## src/rtl/maskgpio_pkg.sv

```systemverilog
package maskgpio_pkg;

   // Which register an access selects
   typedef enum logic [1:0] {
      SEL_NONE = 2'd0,
      SEL_DATA = 2'd1,
      SEL_DIR  = 2'd2
   } reg_sel_e;

endpackage

```

## src/rtl/maskgpio_decode.sv

```systemverilog
module maskgpio_decode
   import maskgpio_pkg::*;
#(
   parameter int ADDR_W     = 12,
   parameter int NUM_LINES  = 8,
   parameter int DIR_OFFSET = 'h400
) (
   input  logic [ADDR_W-1:0]    addr,
   output reg_sel_e             sel,
   output logic [NUM_LINES-1:0] mask
);

   localparam int MASK_LO = 2;
   localparam int MASK_HI = NUM_LINES + 1;
   localparam logic [ADDR_W-1:0] DIR_ADDR = ADDR_W'(DIR_OFFSET);

   logic win_hit;
   logic dir_hit;
   logic unused_byte_lanes;

   // byte-lane bits carry no meaning for this word-organised block
   assign unused_byte_lanes = ^addr[MASK_LO-1:0];

   assign win_hit = (addr[ADDR_W-1:MASK_HI+1] == '0);
   assign dir_hit = (addr[ADDR_W-1:MASK_LO] == DIR_ADDR[ADDR_W-1:MASK_LO]);
   assign mask    = addr[MASK_HI:MASK_LO];

   always_comb begin
      if (win_hit)      sel = SEL_DATA;
      else if (dir_hit) sel = SEL_DIR;
      else              sel = SEL_NONE;
   end

endmodule

```

## src/rtl/maskgpio_sync.sv

```systemverilog
module maskgpio_sync #(
   parameter int WIDTH  = 8,
   parameter int STAGES = 2
) (
   input  logic             clk,
   input  logic             rst_n,
   input  logic [WIDTH-1:0] din,
   output logic [WIDTH-1:0] dout
);

   logic [WIDTH-1:0] stage_q [STAGES];

   for (genvar s = 0; s < STAGES; s++) begin : g_stage
      if (s == 0) begin : g_first
         always_ff @(posedge clk or negedge rst_n) begin
            if (!rst_n) stage_q[s] <= '0;
            else        stage_q[s] <= din;
         end
      end else begin : g_next
         always_ff @(posedge clk or negedge rst_n) begin
            if (!rst_n) stage_q[s] <= '0;
            else        stage_q[s] <= stage_q[s-1];
         end
      end
   end

   assign dout = stage_q[STAGES-1];

endmodule

```

## src/rtl/maskgpio_regs.sv

```systemverilog
module maskgpio_regs #(
   parameter int NUM_LINES = 8
) (
   input  logic                 clk,
   input  logic                 rst_n,
   input  logic                 dir_we,
   input  logic                 data_we,
   input  logic [NUM_LINES-1:0] mask,
   input  logic [NUM_LINES-1:0] wdata,
   output logic [NUM_LINES-1:0] dir_q,
   output logic [NUM_LINES-1:0] out_q
);

   for (genvar n = 0; n < NUM_LINES; n++) begin : g_line
      logic out_upd;

      // the stored level moves only for a selected line that already drives
      assign out_upd = data_we & mask[n] & dir_q[n];

      always_ff @(posedge clk or negedge rst_n) begin
         if (!rst_n)      dir_q[n] <= 1'b0;
         else if (dir_we) dir_q[n] <= wdata[n];
      end

      always_ff @(posedge clk or negedge rst_n) begin
         if (!rst_n)       out_q[n] <= 1'b0;
         else if (out_upd) out_q[n] <= wdata[n];
      end
   end

endmodule

```

## src/rtl/maskgpio_port.sv

```systemverilog
module maskgpio_port
   import maskgpio_pkg::*;
#(
   parameter int ADDR_W      = 12,
   parameter int BUS_W       = 8,
   parameter int NUM_LINES   = 8,
   parameter int SYNC_STAGES = 2,
   parameter int DIR_OFFSET  = 'h400
) (
   input  logic                 clk,
   input  logic                 rst_n,
   input  logic [ADDR_W-1:0]    bus_addr,
   input  logic                 bus_wr,
   input  logic [BUS_W-1:0]     bus_wdata,
   output logic [BUS_W-1:0]     bus_rdata,
   input  logic [NUM_LINES-1:0] pad_in,
   output logic [NUM_LINES-1:0] pad_out,
   output logic [NUM_LINES-1:0] pad_oe
);

   localparam int WIN_BYTES = 1 << (NUM_LINES + 2);

   // elaboration-time parameter checks
   if (NUM_LINES < 1 || NUM_LINES > BUS_W) begin : g_bad_lines
      $error("maskgpio_port: NUM_LINES must be in 1..BUS_W");
   end
   if (SYNC_STAGES < 2) begin : g_bad_sync
      $error("maskgpio_port: SYNC_STAGES must be at least 2");
   end
   if (NUM_LINES + 3 > ADDR_W) begin : g_bad_addr
      $error("maskgpio_port: ADDR_W too narrow for the mask window");
   end
   if (DIR_OFFSET < WIN_BYTES || DIR_OFFSET >= (1 << ADDR_W) || (DIR_OFFSET % 4) != 0) begin : g_bad_dir
      $error("maskgpio_port: DIR_OFFSET must be word aligned, above the window, inside the map");
   end

   reg_sel_e             sel;
   logic [NUM_LINES-1:0] mask;
   logic [NUM_LINES-1:0] dir_q;
   logic [NUM_LINES-1:0] out_q;
   logic [NUM_LINES-1:0] pin_sync;
   logic [NUM_LINES-1:0] line_val;
   logic [NUM_LINES-1:0] rd_lines;
   logic                 dir_we;
   logic                 data_we;

   maskgpio_decode #(
      .ADDR_W     (ADDR_W),
      .NUM_LINES  (NUM_LINES),
      .DIR_OFFSET (DIR_OFFSET)
   ) u_decode (
      .addr (bus_addr),
      .sel  (sel),
      .mask (mask)
   );

   assign dir_we  = bus_wr & (sel == SEL_DIR);
   assign data_we = bus_wr & (sel == SEL_DATA);

   maskgpio_regs #(
      .NUM_LINES (NUM_LINES)
   ) u_regs (
      .clk     (clk),
      .rst_n   (rst_n),
      .dir_we  (dir_we),
      .data_we (data_we),
      .mask    (mask),
      .wdata   (bus_wdata[NUM_LINES-1:0]),
      .dir_q   (dir_q),
      .out_q   (out_q)
   );

   maskgpio_sync #(
      .WIDTH  (NUM_LINES),
      .STAGES (SYNC_STAGES)
   ) u_sync (
      .clk   (clk),
      .rst_n (rst_n),
      .din   (pad_in),
      .dout  (pin_sync)
   );

   // per-line read source: own level when driving, pad level otherwise
   for (genvar n = 0; n < NUM_LINES; n++) begin : g_src
      assign line_val[n] = dir_q[n] ? out_q[n] : pin_sync[n];
   end

   always_comb begin
      unique case (sel)
         SEL_DATA: rd_lines = line_val & mask;
         SEL_DIR:  rd_lines = dir_q;
         default:  rd_lines = '0;
      endcase
   end

   if (BUS_W > NUM_LINES) begin : g_pad_rd
      logic unused_wdata_hi;
      assign unused_wdata_hi = ^bus_wdata[BUS_W-1:NUM_LINES];
      assign bus_rdata = {{(BUS_W-NUM_LINES){1'b0}}, rd_lines};
   end else begin : g_full_rd
      assign bus_rdata = rd_lines;
   end

   assign pad_oe  = dir_q;
   assign pad_out = out_q & dir_q;

endmodule

```

## config.mk

```make
export PLATFORM = sky130hd
export DESIGN_NAME = maskgpio_port
export DESIGN_NICKNAME = d
export VERILOG_FILES = /design/src/rtl/maskgpio_pkg.sv /design/src/rtl/maskgpio_decode.sv /design/src/rtl/maskgpio_sync.sv /design/src/rtl/maskgpio_regs.sv /design/src/rtl/maskgpio_port.sv
export SDC_FILE = /design/constraint.sdc
export NUM_CORES = 1
export LEC_CHECK = 0
export ABC_AREA = 1
export BUFFER_PORTS_ARGS = -buffer_cell sky130_fd_sc_hd__buf_2
export CAP_MARGIN = 25
export CORE_UTILIZATION = 25
export DETAILED_ROUTE_END_ITERATION = 12
export PLACE_DENSITY = 0.56
export SLEW_MARGIN = 10
export SYNTH_ARGS = -nofsm -noshare
export SYNTH_HDL_FRONTEND = slang
export SYNTH_SLANG_ARGS = --single-unit
```

## constraint.sdc

```tcl
create_clock -name clk -period 1.75 [get_ports clk]
set_input_delay 0.35 -clock clk [delete_from_list [all_inputs] [get_ports clk]]
set_output_delay 0.35 -clock clk [all_outputs]
set_load 0.005 [all_outputs]
```

==> results.sh, run 1 <==
export IMPL_status="completed"
export IMPL_timing_rr_start="u_regs.dir_q[1]"
export IMPL_dp_hpwl_mm=2.45
export IMPL_ir_drop_v=0.000327
export IMPL_grt_max_degree=33
export IMPL_antenna_cells=0
export IMPL_yosys_warnings=0
export IMPL_r2r_cells=3
export IMPL_path_max_fanout=8
export IMPL_fin_util_pct=35.7
export IMPL_synth_area_leader_cell="dfrtp_1"
export IMPL_path_cells="buf_2 -> nor2_1 -> nand2_1 -> nor2_4 -> buf_12 -> nand2_1 -> o21ai_0 -> buf_2"
export IMPL_finalPower_uw=1470
export IMPL_cts_hold_fix_buffers=0
export IMPL_io_buffers=52
export IMPL_die_h_um=76.5
export IMPL_ant_nets=0
export IMPL_drt_iter0_markers=90
export IMPL_r2r_end="u_regs.out_q[1]"
export IMPL_post_place_cells=285
export IMPL_crit_path_end="bus_rdata[4]"
export IMPL_seq_area_frac_synth_pct=57.8
export IMPL_gp_congestion=0.745
export IMPL_grt_ovfl_total=0
export IMPL_crit_cells=8
export IMPL_grt_first_pass_wirelength_mm=5.73
export IMPL_p_seq_share_pct=52.8
export IMPL_cts_tree="yes"
export IMPL_vias=1257
export IMPL_initial_core_util_pct=26.5
export IMPL_synth_cell_area_um2=1390
export IMPL_critPathBufInv=3
export IMPL_first_pass_iters=4
export IMPL_antenna_found_initial=0
export IMPL_final_nets=253
export IMPL_postSynthCellCount=160
export IMPL_clk_path_buf_depth=2
export IMPL_setup_viol=0
export IMPL_ys_ff_latch=32
export IMPL_p_int_uw=1130
export IMPL_grt_pass1_vias=1225
export IMPL_grt_use_total_pct=12.9
export IMPL_path_clk_slew_ps=60
export IMPL_fp_dieW_um=76.5
export IMPL_numClockSinks=32
export IMPL_crit_type="in -> out"
export IMPL_fin_cells=293
export IMPL_maxSlewHeadroom_pct=67.6
export IMPL_area_growth_syn_to_layout_pct=34.9
export IMPL_final_cell_mix="buf_2 (52), nand2_1 (50), dfrtp_1 (32), inv_1 (24), nand3_1 (17)"
export IMPL_syn_nets=191
export IMPL_cp_top_family="simple AND/OR/NAND/NOR gates"
export IMPL_cp_end_kind="primary output"
export IMPL_drc=0
export IMPL_multi_input_area_um2=472
export IMPL_wl_mm=3.45
export IMPL_cp_required_ps=1400
export IMPL_final_common_cell="buf_2"
export IMPL_cts_buffers=5
export IMPL_synth_cell_types=14
export IMPL_min_period_ps=1640
export IMPL_drive_above_1_share_pct=31.8
export IMPL_core_area_um2=5240
export IMPL_combPwrFrac_pct=7.9
export IMPL_fillCellCount=569
export IMPL_tightest_slew_ps=485
export IMPL_cts_root_buffer="clkbuf_8"
export IMPL_viasPerCell=4.29
export IMPL_post_cts_buffers=0
export IMPL_max_freq_mhz=610
export IMPL_critPathSlowestCell="nor2_4"
export IMPL_cts_resized=0
export IMPL_leakagePower_uw=0.00101
export IMPL_start_kind="input pin"
export IMPL_maxSlewViolCount=0
export IMPL_register_area_um2=801
export IMPL_ios=55
export IMPL_clock_skew_ps=1.04
export IMPL_row_count=26
export IMPL_fin_setup_tns_ps=0
export IMPL_grt_setup_unrepaired="no"
export IMPL_critPathArrivalTime_ps=1290
export IMPL_wl_per_cell_um=11.8
export IMPL_cp_startpoint="bus_addr[3]"
export IMPL_avgSynthCellArea_um2=8.66
export IMPL_finalHoldViolCount=0
export IMPL_power_density_nw_per_um2=785
export IMPL_synth_top_area_share_pct=57.8
export IMPL_clock_power_share_pct=39.4
export IMPL_netSwitchingFraction_pct=22.7
export IMPL_rrSetupSlack_ps=920
export IMPL_cap_violations=0
export IMPL_htree_levels=2
export IMPL_yosys_top_cells_area="dfrtp_1 (58%), nand2_1 (14%), inv_1 (6.5%), nand3_1 (6.1%), o21ai_0 (5.1%)"
export IMPL_clkLatencyLatePin_ps=280
export IMPL_min_path_type="in -> async"
export IMPL_finalCritPeriodShare_pct=93.6
export IMPL_dieArea_um2=5850
export IMPL_switchingPower_uw=334
export IMPL_critPathMaxStageDelay_ps=170
## state kept, by name (all words and copies together), names as in the netlist
| signal | count |
|---|---|
| u_sync.dout | 8 |
| u_regs.out_q | 8 |
| u_regs.dir_q | 8 |
| u_sync.stage_q | 8 |
## worst min path at each step
stage	cells past startpoint	to	slack, ps	start
floorplan	0	u_regs.dir_q[0]	50	rst_n
global placement	2	u_sync.dout[1]	320	rst_n
detailed placement	2	u_sync.dout[1]	320	rst_n
CTS	2	u_sync.dout[1]	20	rst_n
global route	2	u_sync.dout[1]	20	rst_n
finish	2	u_sync.dout[1]	20	rst_n
## cells in the mapped netlist, drive strengths merged
| library cell | n |
|---|---|
| o21ai | 16 |
| nor2 | 8 |
| a21oi | 8 |
| inv | 25 |
| nand2 | 50 |
| buf | 2 |
| dfrtp | 32 |
| nor3b | 1 |
| nand3 | 18 |
## metrics by stage
stage | hold WS (ps) | setup slack, ps | cell area (um^2)
4_1_cts | 18.9 | 43.4 | 1860
3_5_place_dp | 321 | 48.6 | 1770
6_report | 19.9 | 112 | 1870
3_3_place_gp | 325 | 67.8 | 1770
2_1_floorplan | 54.4 | 405 | 1390
5_1_grt | 20.5 | 1.11 | 1870
## layout make-up
cell class              instances  area share [%]
clock buffers                   8            4.82
inverters                      25            5.02
repair buffers                 57            17.5
multi-input cells             101            25.2
flip-flops and latches         32            42.8
well taps                      70            4.68
## power by group through the flow
| stage | registers, uW | clock network [uW] | logic [uW] |
|---|---|---|---|
| 6_report | 775 | 578 | 116 |
| 2_1_floorplan | 786 | 0 | 36.6 |
| 5_1_grt | 777 | 645 | 132 |
| 3_5_place_dp | 789 | 0 | 118 |
| 4_1_cts | 775 | 607 | 119 |
| 3_3_place_gp | 787 | 0 | 118 |
## layer usage
metal  part of all wire, %  routed length, um  vias to the layer above  track usage [%]
met5                     0                  0                        -                0
met4                  0.41                 14                        0             4.62
met3                   6.6                228                        2             5.03
met2                    46               1590                       42             19.6
met1                    47               1610                      589             16.6
li1                      -                  -                      624                -
## cells by family (layout without fill, tap and decap cells)
group / after synthesis / in the layout / share of synthesized area [%]
simple gates: 77 / 77 / 24.6
flops: 32 / 32 / 57.8
buf+inv: 27 / 90 / 8.39
compound gates: 24 / 24 / 9.21
Power figures use the tool's default switching activity.
==> run 2, diff against run 1 <==
Settings changed: CORE_UTILIZATION 25 to 51, PLACE_DENSITY 0.56 to 0.92.
==> results.sh, run 2 (synthesis results as in run 1) <==
export IMPL_design_area_um2=1790
export IMPL_clock_skew_ps=2.49
export IMPL_drive_above_1_share_pct=34.7
export IMPL_ant_nets=0
export IMPL_grt_setup_unrepaired="no"
export IMPL_clkLatencyLatePin_ps=330
export IMPL_cp_required_ps=1400
export IMPL_highest_signal_layer="met4"
export IMPL_ios=55
export IMPL_min_path_type="in -> async"
export IMPL_grt_pass1_vias=1110
export IMPL_timing_rr_start="u_regs.dir_q[0]"
export IMPL_dieArea_um2=2930
export IMPL_antenna_found_initial=0
export IMPL_combPwrFrac_pct=8.5
export IMPL_crit_type="reg -> out"
export IMPL_clk_path_buf_depth=2
export IMPL_htree_levels=2
export IMPL_fin_setup_tns_ps=0
export IMPL_clock_power_share_pct=32.5
export IMPL_power_density_nw_per_um2=735
export IMPL_core_area_um2=2520
export IMPL_grt_use_total_pct=23.5
export IMPL_maxSlewViolCount=0
export IMPL_m1WireLength_mm=1.26
export IMPL_placement_cell_area_um2=1710
export IMPL_grt_first_pass_wirelength_mm=4.57
export IMPL_cts_root_buffer="clkbuf_4"
export IMPL_wl_per_cell_um=11.7
export IMPL_r2r_cells=4
export IMPL_netSwitchingFraction_pct=23.6
export IMPL_setup_viol=0
export IMPL_first_pass_iters=4
export IMPL_maxSlewHeadroom_pct=55.2
export IMPL_row_count=18
export IMPL_dr_wl_met2_mm=1.48
export IMPL_cts_buffers=5
export IMPL_max_freq_mhz=596
export IMPL_antenna_cells=0
export IMPL_wl_mm=2.98
export IMPL_finalHoldViolCount=0
export IMPL_fin_util_pct=70.8
export IMPL_drc=0
export IMPL_io_buffers=52
export IMPL_vias=1277
export IMPL_gp_congestion=0.759
export IMPL_fp_dieW_um=54.1
export IMPL_p_seq_share_pct=59.0
export IMPL_cts_tree="yes"
export IMPL_finalCritPeriodShare_pct=95.9
export IMPL_min_period_ps=1680
export IMPL_dp_hpwl_mm=2.26
export IMPL_switchingPower_uw=310
export IMPL_cap_violations=0
export IMPL_critPathArrivalTime_ps=1330
export IMPL_tightest_slew_ps=672
export IMPL_final_common_cell="buf_2"
export IMPL_cts_hold_fix_buffers=0
export IMPL_path_max_fanout=6
export IMPL_status="completed"
export IMPL_ir_drop_v=0.000665
export IMPL_leakagePower_uw=0.00101
export IMPL_area_growth_syn_to_layout_pct=28.8
export IMPL_rrSetupSlack_ps=830
export IMPL_r2r_end="u_regs.out_q[0]"
export IMPL_fillCellCount=200
export IMPL_initial_core_util_pct=55.0
export IMPL_grt_max_degree=33
export IMPL_p_int_uw=1000
export IMPL_wl_met3_um=201
export IMPL_final_nets=255
export IMPL_start_kind="flip-flop"
export IMPL_numClockSinks=32
export IMPL_grt_ovfl_total=0
export IMPL_final_cell_mix="buf_2 (52), nand2_1 (50), dfrtp_1 (31), inv_1 (24), nand3_1 (17)"
export IMPL_path_clk_slew_ps=90
export IMPL_die_h_um=54.1
export IMPL_viasPerCell=5.01
export IMPL_cp_end_kind="primary output"
export IMPL_drt_iter0_markers=17
run 2: how the worst max path moves through the flow:
stage	startpoint	to	slack [ps]	cells after the start
6_report	u_regs.dir_q[7]	bus_rdata[7]	70	5
5_1_grt	u_regs.dir_q[5]	bus_rdata[5]	20	5
4_1_cts	bus_addr[9]	bus_rdata[0]	60	8
3_5_place_dp	bus_addr[9]	bus_rdata[0]	70	8
3_3_place_gp	bus_addr[9]	bus_rdata[0]	120	8
2_1_floorplan	bus_addr[9]	bus_rdata[5]	410	6
run 2: repair_timing:
item / 4_1_cts / 5_1_grt
endpoints found under the hold margin: 0 / 0
buffers inserted: 0 / 1
setup endpoints to repair: 0 / 3
resized for setup: 0 / 5
run 2: power groups by stage:
stage	combinational [uW]	clock [uW]	sequential [uW]
final	112	426	774
after detailed placement	110	0	788
after floorplan	36.6	0	786
after global placement	107	0	787
after CTS	110	437	774
after global routing	126	479	776
run 2: metal layers:
layer  GRT usage, %  vias to the layer above
li1               -                      629
met1           27.4                      599
met2           37.6                       44
met3           9.89                        5
met4           10.3                        0
met5              0                        -
run 2: layout make-up:
class | count | area [um^2] | share of cell area (%)
clock buffers | 6 | 51.3 | 2.87
clock inverters | 2 | 10.0 | 0.561
inverters | 25 | 93.8 | 5.26
multi-input cells | 101 | 478 | 26.8
flip-flops and latches | 32 | 802 | 44.9
well taps | 30 | 37.5 | 2.10
repair buffers | 59 | 313 | 17.5
run 2: critical path, stage by stage, from the launching register on:
cell and delay (ps):
dfrtp_1 450, nand2_1 80, inv_1 80, a21oi_1 40, o21ai_0 210, buf_2 150
run 2: through the flow:
step	setup slack, ps	cells	power (uW)	hold WS [ps]
floorplan	405	160	823	54.4
global placement	117	246	894	331
detailed placement	68.3	246	898	335
CTS	61.1	254	1320	56.0
global route	15.8	255	1380	82.9
finish	71.0	255	1310	49.0
